$ cat src/rtl/tach_pkg.sv
package tach_pkg;

  // Register index = byte offset / 2; the order follows the address map.
  typedef enum logic [3:0] {
    SEL_CNT1 = 4'd0,
    SEL_CAPA = 4'd1,
    SEL_CAPB = 4'd2,
    SEL_CNT2 = 4'd3,
    SEL_PRSC = 4'd4,
    SEL_CLKC = 4'd5,
    SEL_MODE = 4'd6,
    SEL_PEND = 4'd7,
    SEL_CLR  = 4'd8,
    SEL_EN   = 4'd9,
    SEL_CMPA = 4'd10,
    SEL_CMPB = 4'd11,
    SEL_CCFG = 4'd12,
    SEL_INSA = 4'd13,
    SEL_INSB = 4'd14,
    SEL_NONE = 4'd15
  } reg_sel_e;

  localparam int NUM_VAL = 4;

  function automatic logic wide_reg(reg_sel_e s);
    return s inside {SEL_CNT1, SEL_CAPA, SEL_CAPB, SEL_CNT2, SEL_CMPA, SEL_CMPB};
  endfunction

endpackage

$ cat src/rtl/tach_decode.sv
module tach_decode
  import tach_pkg::*;
#(
  parameter int ADDR_W = 5
) (
  input  logic [ADDR_W-1:0] addr,
  input  logic              wide,
  output reg_sel_e          sel,
  output logic              ok
);
  localparam int IDX_W = ADDR_W - 1;

  logic [IDX_W-1:0] idx;
  assign idx = addr[ADDR_W-1:1];

  always_comb begin
    sel = SEL_NONE;
    ok  = 1'b0;
    if (!addr[0] && (int'(idx) < int'(SEL_NONE))) begin
      if (wide == wide_reg(reg_sel_e'(idx[3:0]))) begin
        sel = reg_sel_e'(idx[3:0]);
        ok  = 1'b1;
      end
    end
  end
endmodule

$ cat src/rtl/tach_pending.sv
module tach_pending #(
  parameter int NUM_EVT = 6
) (
  input  logic               clk,
  input  logic               rst,
  input  logic [NUM_EVT-1:0] evt,
  input  logic [NUM_EVT-1:0] clr,
  input  logic [NUM_EVT-1:0] en_nxt,
  output logic [NUM_EVT-1:0] pend,
  output logic               irq
);
  logic [NUM_EVT-1:0] pend_nxt;

  generate
    for (genvar i = 0; i < NUM_EVT; i++) begin : g_bit
      // a new event overrides a clear aimed at the same bit
      assign pend_nxt[i] = evt[i] | (pend[i] & ~clr[i]);
    end
  endgenerate

  always_ff @(posedge clk) begin
    if (rst) begin
      pend <= '0;
      irq  <= 1'b0;
    end else begin
      pend <= pend_nxt;
      irq  <= |(pend_nxt & en_nxt);
    end
  end
endmodule

$ cat src/rtl/tach_regfile.sv
module tach_regfile
  import tach_pkg::*;
#(
  parameter int ADDR_W  = 5,
  parameter int DATA_W  = 16,
  parameter int BYTE_W  = 8,
  parameter int NUM_EVT = 6
) (
  input  logic                       clk,
  input  logic                       rst,
  input  logic                       req_valid,
  input  logic                       req_write,
  input  logic                       req_wide,
  input  logic [ADDR_W-1:0]          req_addr,
  input  logic [DATA_W-1:0]          req_wdata,
  output logic                       rsp_valid,
  output logic                       rsp_err,
  output logic [DATA_W-1:0]          rsp_rdata,
  input  logic [NUM_EVT-1:0]         evt_i,
  input  logic [3:0]                 upd_i,
  input  logic [4*DATA_W-1:0]        upd_val_i,
  output logic [BYTE_W-1:0]          prsc_o,
  output logic [BYTE_W-1:0]          clk_ctl_o,
  output logic [BYTE_W-1:0]          mode_o,
  output logic [DATA_W-1:0]          cmp_a_o,
  output logic [DATA_W-1:0]          cmp_b_o,
  output logic [BYTE_W/2-1:0]        cfg_a_o,
  output logic [BYTE_W/2-1:0]        cfg_b_o,
  output logic                       sel_a_o,
  output logic                       sel_b_o,
  output logic                       irq_o
);
  localparam int CFG_W = BYTE_W / 2;

  reg_sel_e sel;
  logic     ok;
  logic     wr;
  logic     rd;
  logic [3:0] sel_bits;

  tach_decode #(.ADDR_W(ADDR_W)) u_dec (
    .addr (req_addr),
    .wide (req_wide),
    .sel  (sel),
    .ok   (ok)
  );

  assign wr       = req_valid & req_write & ok;
  assign rd       = req_valid & ~req_write & ok;
  assign sel_bits = sel;

  // Counter and capture values: loaded by channels or bus, never reset
  logic [NUM_VAL*DATA_W-1:0] val_flat;

  generate
    for (genvar j = 0; j < NUM_VAL; j++) begin : g_val
      logic [DATA_W-1:0] q;
      always_ff @(posedge clk) begin
        if (upd_i[j]) begin
          q <= upd_val_i[j*DATA_W +: DATA_W];
        end else if (wr && (sel_bits == 4'(j))) begin
          q <= req_wdata;
        end
      end
      assign val_flat[j*DATA_W +: DATA_W] = q;
    end
  endgenerate

  // Configuration registers
  logic [BYTE_W-1:0]  prsc_q, clkc_q, mode_q, ccfg_q, insa_q, insb_q;
  logic [DATA_W-1:0]  cmpa_q, cmpb_q;
  logic [NUM_EVT-1:0] en_q, en_nxt, clr_mask, pend_q;

  assign en_nxt   = (wr && sel == SEL_EN)  ? req_wdata[NUM_EVT-1:0] : en_q;
  assign clr_mask = (wr && sel == SEL_CLR) ? req_wdata[NUM_EVT-1:0] : '0;

  always_ff @(posedge clk) begin
    if (rst) begin
      prsc_q <= '0;
      clkc_q <= '0;
      mode_q <= '0;
      ccfg_q <= '0;
      insa_q <= '0;
      insb_q <= '0;
      cmpa_q <= '0;
      cmpb_q <= '0;
      en_q   <= '0;
    end else begin
      en_q <= en_nxt;
      if (wr) begin
        case (sel)
          SEL_PRSC: prsc_q <= req_wdata[BYTE_W-1:0];
          SEL_CLKC: clkc_q <= req_wdata[BYTE_W-1:0];
          SEL_MODE: mode_q <= req_wdata[BYTE_W-1:0];
          SEL_CCFG: ccfg_q <= req_wdata[BYTE_W-1:0];
          SEL_INSA: insa_q <= req_wdata[BYTE_W-1:0];
          SEL_INSB: insb_q <= req_wdata[BYTE_W-1:0];
          SEL_CMPA: cmpa_q <= req_wdata;
          SEL_CMPB: cmpb_q <= req_wdata;
          default: ;
        endcase
      end
    end
  end

  tach_pending #(.NUM_EVT(NUM_EVT)) u_pend (
    .clk    (clk),
    .rst    (rst),
    .evt    (evt_i),
    .clr    (clr_mask),
    .en_nxt (en_nxt),
    .pend   (pend_q),
    .irq    (irq_o)
  );

  // Read multiplexer
  logic [DATA_W-1:0] rd_val;

  always_comb begin
    rd_val = '0;
    case (sel)
      SEL_CNT1, SEL_CAPA, SEL_CAPB, SEL_CNT2:
        rd_val = val_flat[sel_bits[1:0]*DATA_W +: DATA_W];
      SEL_PRSC: rd_val = DATA_W'(prsc_q);
      SEL_CLKC: rd_val = DATA_W'(clkc_q);
      SEL_MODE: rd_val = DATA_W'(mode_q);
      SEL_PEND: rd_val = DATA_W'(pend_q);
      SEL_EN:   rd_val = DATA_W'(en_q);
      SEL_CMPA: rd_val = cmpa_q;
      SEL_CMPB: rd_val = cmpb_q;
      SEL_CCFG: rd_val = DATA_W'(ccfg_q);
      SEL_INSA: rd_val = DATA_W'(insa_q);
      SEL_INSB: rd_val = DATA_W'(insb_q);
      default:  rd_val = '0;
    endcase
  end

  always_ff @(posedge clk) begin
    if (rst) begin
      rsp_valid <= 1'b0;
      rsp_err   <= 1'b0;
      rsp_rdata <= '0;
    end else begin
      rsp_valid <= req_valid;
      rsp_err   <= req_valid & ~ok;
      rsp_rdata <= rd ? rd_val : '0;
    end
  end

  assign prsc_o    = prsc_q;
  assign clk_ctl_o = clkc_q;
  assign mode_o    = mode_q;
  assign cmp_a_o   = cmpa_q;
  assign cmp_b_o   = cmpb_q;
  assign cfg_a_o   = ccfg_q[CFG_W-1:0];
  assign cfg_b_o   = ccfg_q[2*CFG_W-1:CFG_W];
  assign sel_a_o   = insa_q[0];
  assign sel_b_o   = insb_q[0];
endmodule

$ cat config.mk
export PLATFORM = sky130hd
export DESIGN_NAME = tach_regfile
export DESIGN_NICKNAME = d
export VERILOG_FILES = /design/src/rtl/tach_pkg.sv /design/src/rtl/tach_decode.sv /design/src/rtl/tach_pending.sv /design/src/rtl/tach_regfile.sv
export SDC_FILE = /design/constraint.sdc
export NUM_CORES = 1
export LEC_CHECK = 0
export BUFFER_PORTS_ARGS = -buffer_cell sky130_fd_sc_hd__buf_2
export CAP_MARGIN = 20
export CORE_ASPECT_RATIO = 0.5
export CORE_MARGIN = 4
export CORE_UTILIZATION = 49
export DETAILED_ROUTE_END_ITERATION = 10
export PLACE_DENSITY = 0.87
export SLEW_MARGIN = 20
export SYNTH_ARGS = -nofsm -noshare
export SYNTH_HDL_FRONTEND = slang
export SYNTH_SLANG_ARGS = --single-unit
$ cat constraint.sdc
create_clock -name clk -period 2.8 [get_ports clk]
set_clock_uncertainty 0.15 [all_clocks]
set_input_delay 0.56 -clock clk [delete_from_list [all_inputs] [get_ports clk]]
set_output_delay 0.56 -clock clk [all_outputs]
set_load 0.03 [all_outputs]
**After elaboration in Yosys (flattened, before gate mapping)**

Cells that the tools add are included.

- $lt $le $gt $ge: 1
- Eq/ne operators: 20
- Shift operators: 1
- Multiplexer cells: 15
- Bitwise gates (word level): 27
- Reduce and logical (&&, ||, !) cells: 26

Operators by type and width:

| kind | number |
|---|---|
| 16-bit case mux with 11 select lines | 1 |
| 16-bit two-way mux | 8 |
| 64-bit by 7-bit indexed part select with 16-bit output | 1 |
| 4-bit == test (second input constant) | 9 |
| 4-bit by 2-bit == test with 1-bit output (second input constant) | 4 |
| 4-bit by 3-bit == test with 1-bit output (second input constant) | 4 |
| 2-bit AND reduction | 8 |
| 6-bit two-way mux | 2 |
| 1-bit AND | 11 |
| 1-bit NOT | 9 |
| 4-bit by 1-bit == test with 1-bit output (second input constant) | 2 |
| 4-bit zero test | 2 |
| 4-bit two-way mux | 2 |
| 2-bit nonzero test | 4 |
| 1-bit logical AND | 7 |
| 6-bit AND | 1 |
| 1-bit bitwise OR | 6 |
| 6-bit nonzero test | 1 |
| 6-bit OR reduction | 1 |
| 4-bit < comparator (second input constant) | 1 |
| 4-bit OR reduction | 1 |
| 1-bit two-way mux | 2 |
| 2-bit OR reduction | 1 |
| 1-bit == test | 1 |
| 1-bit zero test | 1 |

- Bits in registers: 175
- Bits of input ports: 100
- Output and inout port bits: 85
- Logic and storage cells: 108

**Logic depth before layout (Yosys ltp)**

- Depth after elaboration: 13
- Gate-level depth with buffers: 9
- Mapped depth without buffers: 5

**Cells and area by module**

From an unflattened synthesis, not the netlist that was laid out.

- Cell total of the unflattened synthesis: 691
- Area total of the unflattened synthesis: 8,029.0 um2

By module, submodules not included:

| module | times used | cells an instance | area each (um2) | seq. area each (um2) |
|---|---|---|---|---|
| tach_regfile | 1 | 645 | 7,614.8 | 4,003.8 |
| tach_pending | 1 | 30 | 309.0 | 140.1 |
| tach_decode | 1 | 16 | 105.1 | 0.0 |

**Worst setup path after synthesis**

No wires, ideal clock.

- Kind: input -> register
- From: in req_addr[3]
- To: reg g_val[0].q[0], enable pin
- Setup time: 367 ps
- Arrival: 2,176 ps
- Setup slack: 107 ps
- Stages: 5
- Path buffers: 2
- Cells stage by stage: buf_2 -> buf_2 -> or4b_2 -> nor2_1 -> a21o_1

- Longest elaborated chain between the ends: 8
- Elaborated cells on any way between the ends: 18
- Classes of those cells: order compare: 1; eq/ne: 6; mux: 4; bitwise: 1; reduce/logical: 6

RTL lines:

| what | line | source |
|---|---|---|
| from (decl) | tach_regfile.sv:14 | `input logic [ADDR_W-1:0] req_addr,` |
| 4-bit by 1-bit == test with 1-bit output (tied with other cells) | tach_pkg.sv:26 | `return s inside {SEL_CNT1, SEL_CAPA, SEL_CAPB, SEL_CNT2, SEL_CMPA, SEL_CMPB};` |
| 6-bit nonzero test | tach_pkg.sv:26 |  |
| 1-bit == test | tach_decode.sv:20 | `if (wide == wide_reg(reg_sel_e'(idx[3:0]))) begin` |
| 4-bit two-way mux / 1-bit two-way mux (equally long branches) | tach_decode.sv:20 |  |
| 4-bit two-way mux / 1-bit two-way mux (equally long branches) | tach_decode.sv:19 | `if (!addr[0] && (int'(idx) < int'(SEL_NONE))) begin` |
| 4-bit zero test / 1-bit AND (equally long branches) | tach_regfile.sv:61, tach_regfile.sv:48 |  |
| 1-bit logical AND * | tach_regfile.sv:61 | `end else if (wr && (sel_bits == 4'(j))) begin` |
| 2-bit nonzero test (no source line) * | -- |  |
| to (signal assigned) | tach_regfile.sv:60 | `q <= upd_val_i[j*DATA_W +: DATA_W];` |
| to (signal assigned) | tach_regfile.sv:62 | `q <= req_wdata;` |
| to (decl) | tach_regfile.sv:57 | `logic [DATA_W-1:0] q;` |

Every way passes the cells marked *; elsewhere a longest branch is shown, timed or not.
A chain may end at the register's enable or synchronous reset.

**Final worst setup path**

- From: in req_addr[0]
- To: reg rsp_rdata[4]

- Longest elaborated chain between the ends: 6
- Elaborated cells on any way between the ends: 24
- Classes of those cells: eq/ne: 13; shift: 1; mux: 3; bitwise: 2; reduce/logical: 5

RTL lines:

| what | line | source |
|---|---|---|
| 1-bit zero test * | tach_decode.sv:19 |  |
| 1-bit logical AND * | tach_decode.sv:19 |  |
| branches (longest 4 deep; another with 64-bit by 7-bit indexed part select with 16-bit output) | -- |  |
| to (signal assigned) | tach_regfile.sv:146 | `rsp_rdata <= rd ? rd_val : '0;` |
| to (decl) | tach_regfile.sv:18 | `output logic [DATA_W-1:0] rsp_rdata,` |

Mark *: on every way between the ends.

==> results_dict.tcl <==
set metrics [dict create \
    outcome "complete, no violations" \
    ys_types 62 \
    syn-num-nets 826 \
    viasPerCell 6.143 \
    cp.required_ns 2.93 \
    grt_pass1_vias 6655 \
    finalCriticalPeriod_ns 2.442 \
    wl_um 25000 \
    fillCellCount 1234 \
    drtIter0Drc 756 \
    dpl_cell_area_mm2 0.009102 \
    grt-ovfl-total 0 \
    finalInstanceArea_mm2 0.009658 \
    numPortBuffers 184 \
    async_flop_share_pct 0 \
    synth-xor-area-share_pct 0.1105 \
    vias 6843 \
    finalHoldViolCount 0 \
    fin_crit_sh_pct 87.22 \
    setup_violations 0 \
    synthCells 726 \
    antenna_left 0 \
    synth_top_family_by_area "multiplexers" \
    num_antenna_cells 0 \
    track_usage_pct 26.20 \
    synth_compound_area_share_pct 14.38 \
    path_max_fanout 14 \
    drive_gt1_share_pct 36.48 \
    cts_resized 0 \
    drv_slew 0 \
    numCtsBuffers 17 \
    rsz0062_at_grt "no" \
    syn_to_final_growth_pct 21.85 \
    cts.sinks 175 \
    yosysWarningCount 0 \
    leakage_uw 0.003864 \
    h-tree-depth 4 \
    crit_type "in -> reg" \
    hp-class "in -> reg" \
    placeableCoreArea_mm2 0.01562 \
    route.detailed.drc 0 \
    die_w_um 187.9 \
    muxShareOfSynthArea_pct 15.56 \
    cts-root-buf "clkbuf_16" \
    ctsHoldBuffers 0 \
    hpwl_um 17750 \
    place_ws_ns 0.03733 \
    synth-seq-cells 175 \
    cap_violations 0 \
    synth_area_per_cell_um2 10.92 \
    yosys.area_share.adder_pct 0 \
    routedWlPerCell_um 22.44 \
    max_freq_mhz 409.5 \
    setup_ws_ns 0.3577 \
    yosysSeqAreaShare_pct 52.28 \
    grt_max_degree 95 \
    syn_area_mm2 0.007926 \
    setup.worst_path.start_class "input port" \
    ioPinCount 185 \
    final_cell_mix "buf_2 (184), dfxtp_1 (111), nand2_1 (85)" \
    gp_congestion 0.9719 \
    slew_headroom_pct 36.25 \
    powerDensity_mw_per_mm2 571.4 \
    rows 32 \
    nets 997 \
    worst_ir_drop_vdd_mv 0.4168 \
    synth_edf_count 64 \
    final_common_cell "buf_2" \
    path_clk_slew_ns 0.06 \
    cts_tree "done" \
    dieArea_mm2 0.01840 \
    fin_setup_tns_ns 0 \
    die_h_um 97.94 \
    arrival_ns 2.57 \
    clk_latency_ns 0.42 \
    synth-simple-area-share_pct 13.92 \
    worstMarginPinSlew_ns 0.9563 \
    cts_setup_buffers 0 \
    initial_core_util_pct 50.76 \
    grt_antenna_before_repair 0 \
    first_pass_iters 8 \
    synthFlopType "dfxtp_1" \
    cts_buffer_depth 2 \
    end_kind "register" \
    grt_pass1_wl_um 37750 \
]
[layer usage]
| layer | GRT usage (%) | wire, um |
|---|---|---|
| met5 | 0 | 0 |
| met1 | 33.65 | 9998 |
| met2 | 43.82 | 11880 |
| met4 | 9.414 | 826 |
| met3 | 6.143 | 2290 |
[area by class of cell]
cell class	count	area, um^2	area share [%]
multi-input cells	486	3492	36.16
well taps	204	255.2	2.643
inverters	2	7.507	0.07773
clock buffers	24	474.2	4.910
repair buffers	215	1204	12.46
clock inverters	8	81.33	0.8421
flip-flops and latches	175	4144	42.91
[metrics by stage]
step | total power, uW | instances | hold WS, ns | util [%]
floorplan | 3098 | 726 | 0.2860 | -
global placement | 3287 | 1082 | 0.2952 | 58.29
detailed placement | 3301 | 1082 | 0.2997 | 58.29
CTS | 5518 | 1114 | 0.2351 | 61.85
global route | 5671 | 1114 | 0.2421 | 61.85
finish | 5519 | 1114 | 0.2453 | 61.85
[cells in the mapped netlist (all sizes together) (2+ instances only)]
library cell,instances,area share [%]
a21boi,18,1.7
a21o,4,0.38
a21oi,44,2.8
a222oi,18,2.3
a22o,8,0.88
a22oi,13,1.2
a32o,4,0.51
a32oi,3,0.33
and2,7,0.55
and3,6,0.47
and4bb,2,0.32
buf,22,1.7
clkbuf,41,1.9
dfxtp,111,28
edfxtp,64,24
inv,2,0.095
mux2,66,9.4
mux2i,49,6.2
nand2,86,4.1
nand2b,4,0.32
nand3,25,1.6
nor2,56,2.7
nor2b,6,0.51
nor3,7,0.85
nor3b,2,0.25
nor4,4,0.51
nor4b,6,0.93
o2111ai,3,0.33
o21a,2,0.19
o21bai,3,0.28
o22a,3,0.33
o22ai,19,2.3
or3,2,0.16
or3b,2,0.22
or4,2,0.19
[cells by family after synthesis]
family | after synthesis
compound gates | 150
xor+xnor | 1
buf+inv | 65
flops | 175
mux | 115
simple gates | 220
[worst max-delay path: stages]
cell      delay [ns]
buf_2           0.28
and4bb_1        0.33
and2_1          0.30
a22o_1          0.31
nor4b_1         0.64
o22ai_2         0.14
[where the power goes]
part,switching (uW),leakage [uW],internal [uW]
clock network,968,0.000276,1290
registers,38.5,0.00152,2750
logic,275,0.00207,197
total,1280,0.00386,4240
[path summary, 6_finish.rpt]
path                 from              to  cells past startpoint  slack [ns]
max           req_addr[0]    rsp_rdata[4]                      6        0.36
min              evt_i[5]  u_pend.pend[5]                      3        0.25
max reg2reg  clk_ctl_o[4]    rsp_rdata[4]                      4        1.02
min reg2reg     insb_q[4]       insb_q[4]                      2        0.31
[flip-flops by register name, summed over array words and instances (netlist names), 6 cells and up]
register and flops:
g_val.q 64, cmp_a_o 16, cmp_b_o 16, rsp_rdata 16, ccfg_q 8, clk_ctl_o 8
insa_q 8, insb_q 8, mode_o 8, prsc_o 8, en_q 6, u_pend.pend 6
No activity file was read; power rests on OpenSTA's default activity.
